File: src/rtl/cal_pkg.sv
package cal_pkg;
  localparam int SEC_W   = 7;
  localparam int MIN_W   = 7;
  localparam int HOUR_W  = 6;
  localparam int DOW_W   = 3;
  localparam int DATE_W  = 6;
  localparam int MONTH_W = 5;
  localparam int YEAR_W  = 8;
  localparam int CENT_W  = 6;

  localparam logic [DOW_W-1:0] DOW_LAST = 3'd7;

  // packed BCD increment of a two-digit field, no limit check
  function automatic logic [11:0] bcd_inc(input logic [11:0] v, input int w);
    logic [11:0] r;
    r = '0;
    if (v[3:0] >= 4'd9) r = ((v >> 4) + 12'd1) << 4;
    else                r = v + 12'd1;
    return r & ((12'd1 << w) - 12'd1);
  endfunction
endpackage

File: src/rtl/cal_bcd_pair.sv
module cal_bcd_pair #(
  parameter int TW = 3,
  localparam int W = TW + 4,
  parameter logic [W-1:0] WRAP_VAL = '0
) (
  input  logic         clk_i,
  input  logic         rst_ni,
  input  logic         inc_i,
  input  logic         load_i,
  input  logic [W-1:0] load_val_i,
  input  logic [W-1:0] max_i,
  output logic [W-1:0] val_o,
  output logic         wrap_o
);
  import cal_pkg::*;

  logic [W-1:0] val_q;
  logic         at_max;
  logic [11:0]  inc_full;

  assign at_max   = (val_q >= max_i);
  assign inc_full = bcd_inc(12'(val_q), W);
  assign wrap_o   = inc_i & at_max;
  assign val_o    = val_q;

  always_ff @(posedge clk_i or negedge rst_ni) begin
    if (!rst_ni)     val_q <= WRAP_VAL;
    else if (load_i) val_q <= load_val_i;
    else if (inc_i)  val_q <= at_max ? WRAP_VAL : inc_full[W-1:0];
  end

  a_r2_wrap_to_first: assert property (@(posedge clk_i) disable iff (!rst_ni)
    (inc_i && !load_i && val_q >= max_i) |=> (val_q == WRAP_VAL));

  a_r3_units_carry: assert property (@(posedge clk_i) disable iff (!rst_ni)
    (inc_i && !load_i && val_q[3:0] == 4'd9 && val_q < max_i)
      |=> (val_q[3:0] == 4'd0 && val_q[W-1:4] == TW'($past(val_q[W-1:4]) + 1'b1)));
endmodule

File: src/rtl/cal_month_len.sv
module cal_month_len
  import cal_pkg::*;
(
  input  logic [MONTH_W-1:0] month_i,
  input  logic [YEAR_W-1:0]  year_i,
  output logic [DATE_W-1:0]  last_date_o
);
  logic leap;
  logic [3:0] yu;

  assign yu = year_i[3:0];
  // value divisible by 4: even tens with units 0/4/8, odd tens with units 2/6
  assign leap = year_i[4] ? (yu == 4'd2 || yu == 4'd6)
                          : (yu == 4'd0 || yu == 4'd4 || yu == 4'd8);

  always_comb begin
    unique case (month_i)
      5'h02:                      last_date_o = leap ? 6'h29 : 6'h28;
      5'h04, 5'h06, 5'h09, 5'h11: last_date_o = 6'h30;
      default:                    last_date_o = 6'h31;
    endcase
  end
endmodule

File: src/rtl/bcd_calendar.sv
module bcd_calendar
  import cal_pkg::*;
(
  input  logic               clk_i,
  input  logic               rst_ni,
  input  logic               tick_i,
  input  logic               osc_stop_i,
  input  logic               load_i,
  input  logic [SEC_W-1:0]   ld_sec_i,
  input  logic [MIN_W-1:0]   ld_min_i,
  input  logic [HOUR_W-1:0]  ld_hour_i,
  input  logic [DOW_W-1:0]   ld_dow_i,
  input  logic [DATE_W-1:0]  ld_date_i,
  input  logic [MONTH_W-1:0] ld_month_i,
  input  logic [YEAR_W-1:0]  ld_year_i,
  input  logic [CENT_W-1:0]  ld_cent_i,
  output logic [SEC_W-1:0]   sec_o,
  output logic [MIN_W-1:0]   min_o,
  output logic [HOUR_W-1:0]  hour_o,
  output logic [DOW_W-1:0]   dow_o,
  output logic [DATE_W-1:0]  date_o,
  output logic [MONTH_W-1:0] month_o,
  output logic [YEAR_W-1:0]  year_o,
  output logic [CENT_W-1:0]  cent_o
);
  logic adv;
  logic sec_wrap, min_wrap, hour_wrap, date_wrap, month_wrap, year_wrap, cent_wrap;
  logic [DATE_W-1:0] last_date;
  logic [DOW_W-1:0]  dow_q;

  assign adv = tick_i & ~osc_stop_i & ~load_i;

  cal_bcd_pair #(.TW(SEC_W-4), .WRAP_VAL(7'h00)) u_sec (
    .clk_i, .rst_ni, .inc_i(adv), .load_i, .load_val_i(ld_sec_i),
    .max_i(7'h59), .val_o(sec_o), .wrap_o(sec_wrap));

  cal_bcd_pair #(.TW(MIN_W-4), .WRAP_VAL(7'h00)) u_min (
    .clk_i, .rst_ni, .inc_i(sec_wrap), .load_i, .load_val_i(ld_min_i),
    .max_i(7'h59), .val_o(min_o), .wrap_o(min_wrap));

  cal_bcd_pair #(.TW(HOUR_W-4), .WRAP_VAL(6'h00)) u_hour (
    .clk_i, .rst_ni, .inc_i(min_wrap), .load_i, .load_val_i(ld_hour_i),
    .max_i(6'h23), .val_o(hour_o), .wrap_o(hour_wrap));

  cal_month_len u_mlen (.month_i(month_o), .year_i(year_o), .last_date_o(last_date));

  cal_bcd_pair #(.TW(DATE_W-4), .WRAP_VAL(6'h01)) u_date (
    .clk_i, .rst_ni, .inc_i(hour_wrap), .load_i, .load_val_i(ld_date_i),
    .max_i(last_date), .val_o(date_o), .wrap_o(date_wrap));

  cal_bcd_pair #(.TW(MONTH_W-4), .WRAP_VAL(5'h01)) u_month (
    .clk_i, .rst_ni, .inc_i(date_wrap), .load_i, .load_val_i(ld_month_i),
    .max_i(5'h12), .val_o(month_o), .wrap_o(month_wrap));

  cal_bcd_pair #(.TW(YEAR_W-4), .WRAP_VAL(8'h00)) u_year (
    .clk_i, .rst_ni, .inc_i(month_wrap), .load_i, .load_val_i(ld_year_i),
    .max_i(8'h99), .val_o(year_o), .wrap_o(year_wrap));

  cal_bcd_pair #(.TW(CENT_W-4), .WRAP_VAL(6'h00)) u_cent (
    .clk_i, .rst_ni, .inc_i(year_wrap), .load_i, .load_val_i(ld_cent_i),
    .max_i(6'h39), .val_o(cent_o), .wrap_o(cent_wrap));

  always_ff @(posedge clk_i or negedge rst_ni) begin
    if (!rst_ni)        dow_q <= 3'd1;
    else if (load_i)    dow_q <= ld_dow_i;
    else if (hour_wrap) dow_q <= (dow_q >= DOW_LAST || dow_q == '0) ? 3'd1 : dow_q + 3'd1;
  end
  assign dow_o = dow_q;

  a_r9_stop_holds: assert property (@(posedge clk_i) disable iff (!rst_ni)
    (osc_stop_i && !load_i) |=> ($stable(sec_o) && $stable(min_o) && $stable(hour_o) &&
      $stable(dow_o) && $stable(date_o) && $stable(month_o) && $stable(year_o) && $stable(cent_o)));

  a_r10_load_wins: assert property (@(posedge clk_i) disable iff (!rst_ni)
    load_i |=> (sec_o == $past(ld_sec_i) && date_o == $past(ld_date_i) &&
                cent_o == $past(ld_cent_i) && dow_o == $past(ld_dow_i)));

  a_r4_dow_wrap: assert property (@(posedge clk_i) disable iff (!rst_ni)
    (adv && sec_o == 7'h59 && min_o == 7'h59 && hour_o == 6'h23 && dow_o == 3'd7)
      |=> (dow_o == 3'd1));

  a_r8_cent_carry: assert property (@(posedge clk_i) disable iff (!rst_ni)
    (month_wrap && year_o == 8'h99 && cent_o != 6'h39) |=> (year_o == 8'h00 && cent_o != 6'h00));
endmodule

File: config.mk
export PLATFORM = sky130hd
export DESIGN_NAME = bcd_calendar
export DESIGN_NICKNAME = d
export VERILOG_FILES = /design/src/rtl/cal_pkg.sv /design/src/rtl/cal_bcd_pair.sv /design/src/rtl/cal_month_len.sv /design/src/rtl/bcd_calendar.sv
export SDC_FILE = /design/constraint.sdc
export NUM_CORES = 1
export LEC_CHECK = 0
export BUFFER_PORTS_ARGS = -buffer_cell sky130_fd_sc_hd__buf_4
export CAP_MARGIN = 40
export CORE_AREA = 5 5 86 88
export DETAILED_ROUTE_END_ITERATION = 6
export DIE_AREA = 0 0 91 93
export GPL_TIMING_DRIVEN = 0
export PLACE_DENSITY = 0.87
export SYNTH_ARGS = -nofsm -noshare
export SYNTH_HDL_FRONTEND = slang
export SYNTH_SLANG_ARGS = --single-unit
File: constraint.sdc
create_clock -name clk_i -period 8.7 [get_ports clk_i]
set_input_delay 2.175 -clock clk_i [delete_from_list [all_inputs] [get_ports clk_i]]
set_output_delay 2.175 -clock clk_i [all_outputs]
set_load 0.05 [all_outputs]
==> results by group <==
Synth
  • Cells after synthesis: 418
  • Flops & latches, synth: 48
  • Post-synth top area cell: dfrtp_1
  • Yosys warns: 0
  • Top cell type's share of synthesized area: 0.3137
  • Post-synth EDFFs: 0
  • Synthesized area per cell: 8.588 um^2
  • Sequential share of the synthesized area: 0.3357
  • Syn Nets: 511
  • Post-Syn Area: 3590 um^2
  • Synth unique cells: 68
  • Async SR Flop Fraction: 1.000
  • Top FF cell, synth: dfrtp_1
  • Area contributors post-synth: dfrtp_1 31%, ha_1 14%, nand2_1 6.4%

Cells and area
  • Commonest non-fill, non-tap cells in the layout: 101 x buf_4, 61 x nand2_1, 45 x dfrtp_1
  • Share of layout cells above drive strength 1: 0.2372
  • Fillcell total: 533
  • Layout overhead on the synthesized area: 26.80%
  • Commonest non-fill, non-tap cell in the layout: buf_4
  • Final nets: 619
  • ANT cells: 0

CTS
  • # hold bufs at CTS: 0
  • Cts bufs inserted: 5
  • H-tree Lvls: 2
  • Clock slew at reported path FFs: 80 ps
  • Root Buffer: clkbuf_8
  • Max Root-Sink Buffers: 2
  • Skew-Pair Late Insertion Delay: 310 ps
  • CTS resizes: 0
  • Post-CTS Setup Bufs: 0
  • CTS sink cnt: 48
  • CTS tree: yes

Worst hold path
  • Hold depth: 1
  • Hold/Removal Path Class: reg2reg
  • Worst Hold Path EP: dow_o[0]
  • Hold_sp: dow_o[0]

Floorplanning
  • Die X: 91 um
  • Total die area: 8463 um^2
  • Starting Density: 0.5465
  • Site row count: 30
  • Die Ht: 93 um
  • Ports: 101
  • CORE AREA: 6569 um^2

Global routing
  • Total gr overflow: 0
  • Vias in the first global route: 3696
  • Initial antenna violation count: 0
  • All-layer global routing usage: 0.2503
  • First-pass GRT wire length: 17.51 mm
  • Largest net degree at the start of global routing: 49

Routing
  • First-pass DRT Iterations: 6
  • DRT iter0 DRCs: 225
  • WL final: 10.62 mm
  • DR WL/cell: 17.49 um
  • Post-route antenna net violation count: 0
  • Remaining DRCs: 0
  • Vias per inst: 6.129
  • Total number of vias: 3720

Worst setup path
  • Worst reg2reg path startpoint: u_month.val_o[0]
  • Setup CP Type: in2reg
  • Endpoint class of the critical path: register
  • Worst Reg-to-Reg Cells: 13
  • CP max FO: 7
  • Worst reg2reg path endpoint: u_year.val_o[6]
  • Worst Path Arrival: 4030 ps
  • Reg-to-reg slack, setup: 5110 ps
  • Worst Setup Start Kind: input pin
  • Critical Path RT: 8880 ps

STA
  • Slew @ Worst Pin: 682.8 ps
  • Setup TNS: 0 ps
  • Min Hold Slack: 567.5 ps
  • Post-Route Skew: 12.01 ps
  • Crit share post-route: 0.4432
  • Final setup viols: 0
  • Final hold vios: 0
  • Fin crit period: 3856 ps
  • Final slew viol count: 0
  • Worst slew margin: 0.5413
  • Max Clk Rate: 259.4 MHz
  • Unrepaired setup endpoints after global routing: no

Power and ir drop
  • Leakage: 2.132 nW
  • Pwr/cell area: 164.9 nW/um^2
  • Power consumption: 0.7504 mW
  • Peak supply drop: 0.08560 mV

Place
  • Gpl congestion: 0.9117
  • DP HPWL: 7.932 mm
  • Port bufs: 100

Run
  • Maxcap violations: 0

Status
  • Status: finished clean
## stage by stage
stage,util,worst slack [ps],instance area (um^2),instances
2_1_floorplan,-,5117,3590,418
3_3_place_gp,0.6760,4655,4441,598
3_5_place_dp,0.6777,4552,4452,599
4_1_cts,0.6930,4857,4552,607
5_1_grt,0.6930,4735,4552,607
6_report,0.6930,4844,4552,607
## report_power, final
part	leakage, nW	internal (mW)	switching (mW)
Clock	0.0515	0.0728	0.0791
Combinational	1.51	0.108	0.200
Sequential	0.571	0.249	0.0415
Total	2.13	0.430	0.321
## cell families after synthesis
family | Yosys count | synth area share
and+or+nand+nor | 147 | 0.2046
AOI/OAI and AO/OA | 132 | 0.2541
DFF | 48 | 0.3357
buffers and inverters | 45 | 0.05019
adders and majority gates | 40 | 0.1394
xor gates and xnor gates | 3 | 0.007321
muxes | 3 | 0.008714
## synth_stat cells, types with 4 or more instances
master      n
nand2_1    61
dfrtp_1    45
ha_1       40
inv_1      29
o21ai_0    27
nor2_1     25
a21oi_1    21
clkbuf_1   12
nand3_1    11
nor3_1     10
o21ai_1    10
a31oi_1     9
o31ai_1     8
and3_1      7
o311ai_1    6
nor4_1      5
o31a_1      5
a221o_1     4
a2bb2oi_1   4
nor3b_1     4
o211ai_1    4
## worst max-delay path, cell delays in order
cell      delay [ps]
buf_4            120
and3b_1          270
o31a_1           200
nand4_2          250
nor2_1           460
nand2_1          170
o311ai_1         400
## area by class of cell
cell class                 instances  area, um^2  area share
buffer                            15       67.56     0.01484
clock buffer                       8       100.1     0.02199
inverter                          30       112.6     0.02474
multi-input combinational        325        2205      0.4843
sequential                        48        1205      0.2647
tap                               80       100.1     0.02199
timing repair buffer             101       762.0      0.1674
## worst max-delay path by stage
stage	startpoint	to	slack (ps)
2_1_floorplan	osc_stop_i	dow_o[1]	5120
3_3_place_gp	load_i	u_month.val_o[4]	4660
3_5_place_dp	osc_stop_i	u_year.val_o[6]	4550
4_1_cts	osc_stop_i	u_year.val_o[6]	4860
5_1_grt	osc_stop_i	u_year.val_o[6]	4740
6_report	osc_stop_i	u_year.val_o[6]	4840
## metal layers
metal	up-vias	wire length [um]	track usage
li1	1744	-	-
met1	1794	4511	0.3228
met2	158	5115	0.4129
met3	24	746	0.05471
met4	0	242	0.09169
met5	-	0	0
## state kept, by name, summed over array words and instances, names as in the netlist
register / count
dow_o: 3
u_cent.val_o: 6
u_date.val_o: 6
u_hour.val_o: 6
u_min.val_o: 7
u_month.val_o: 5
u_sec.val_o: 7
u_year.val_o: 8
Note: power is estimated with default switching activity, not from simulation.
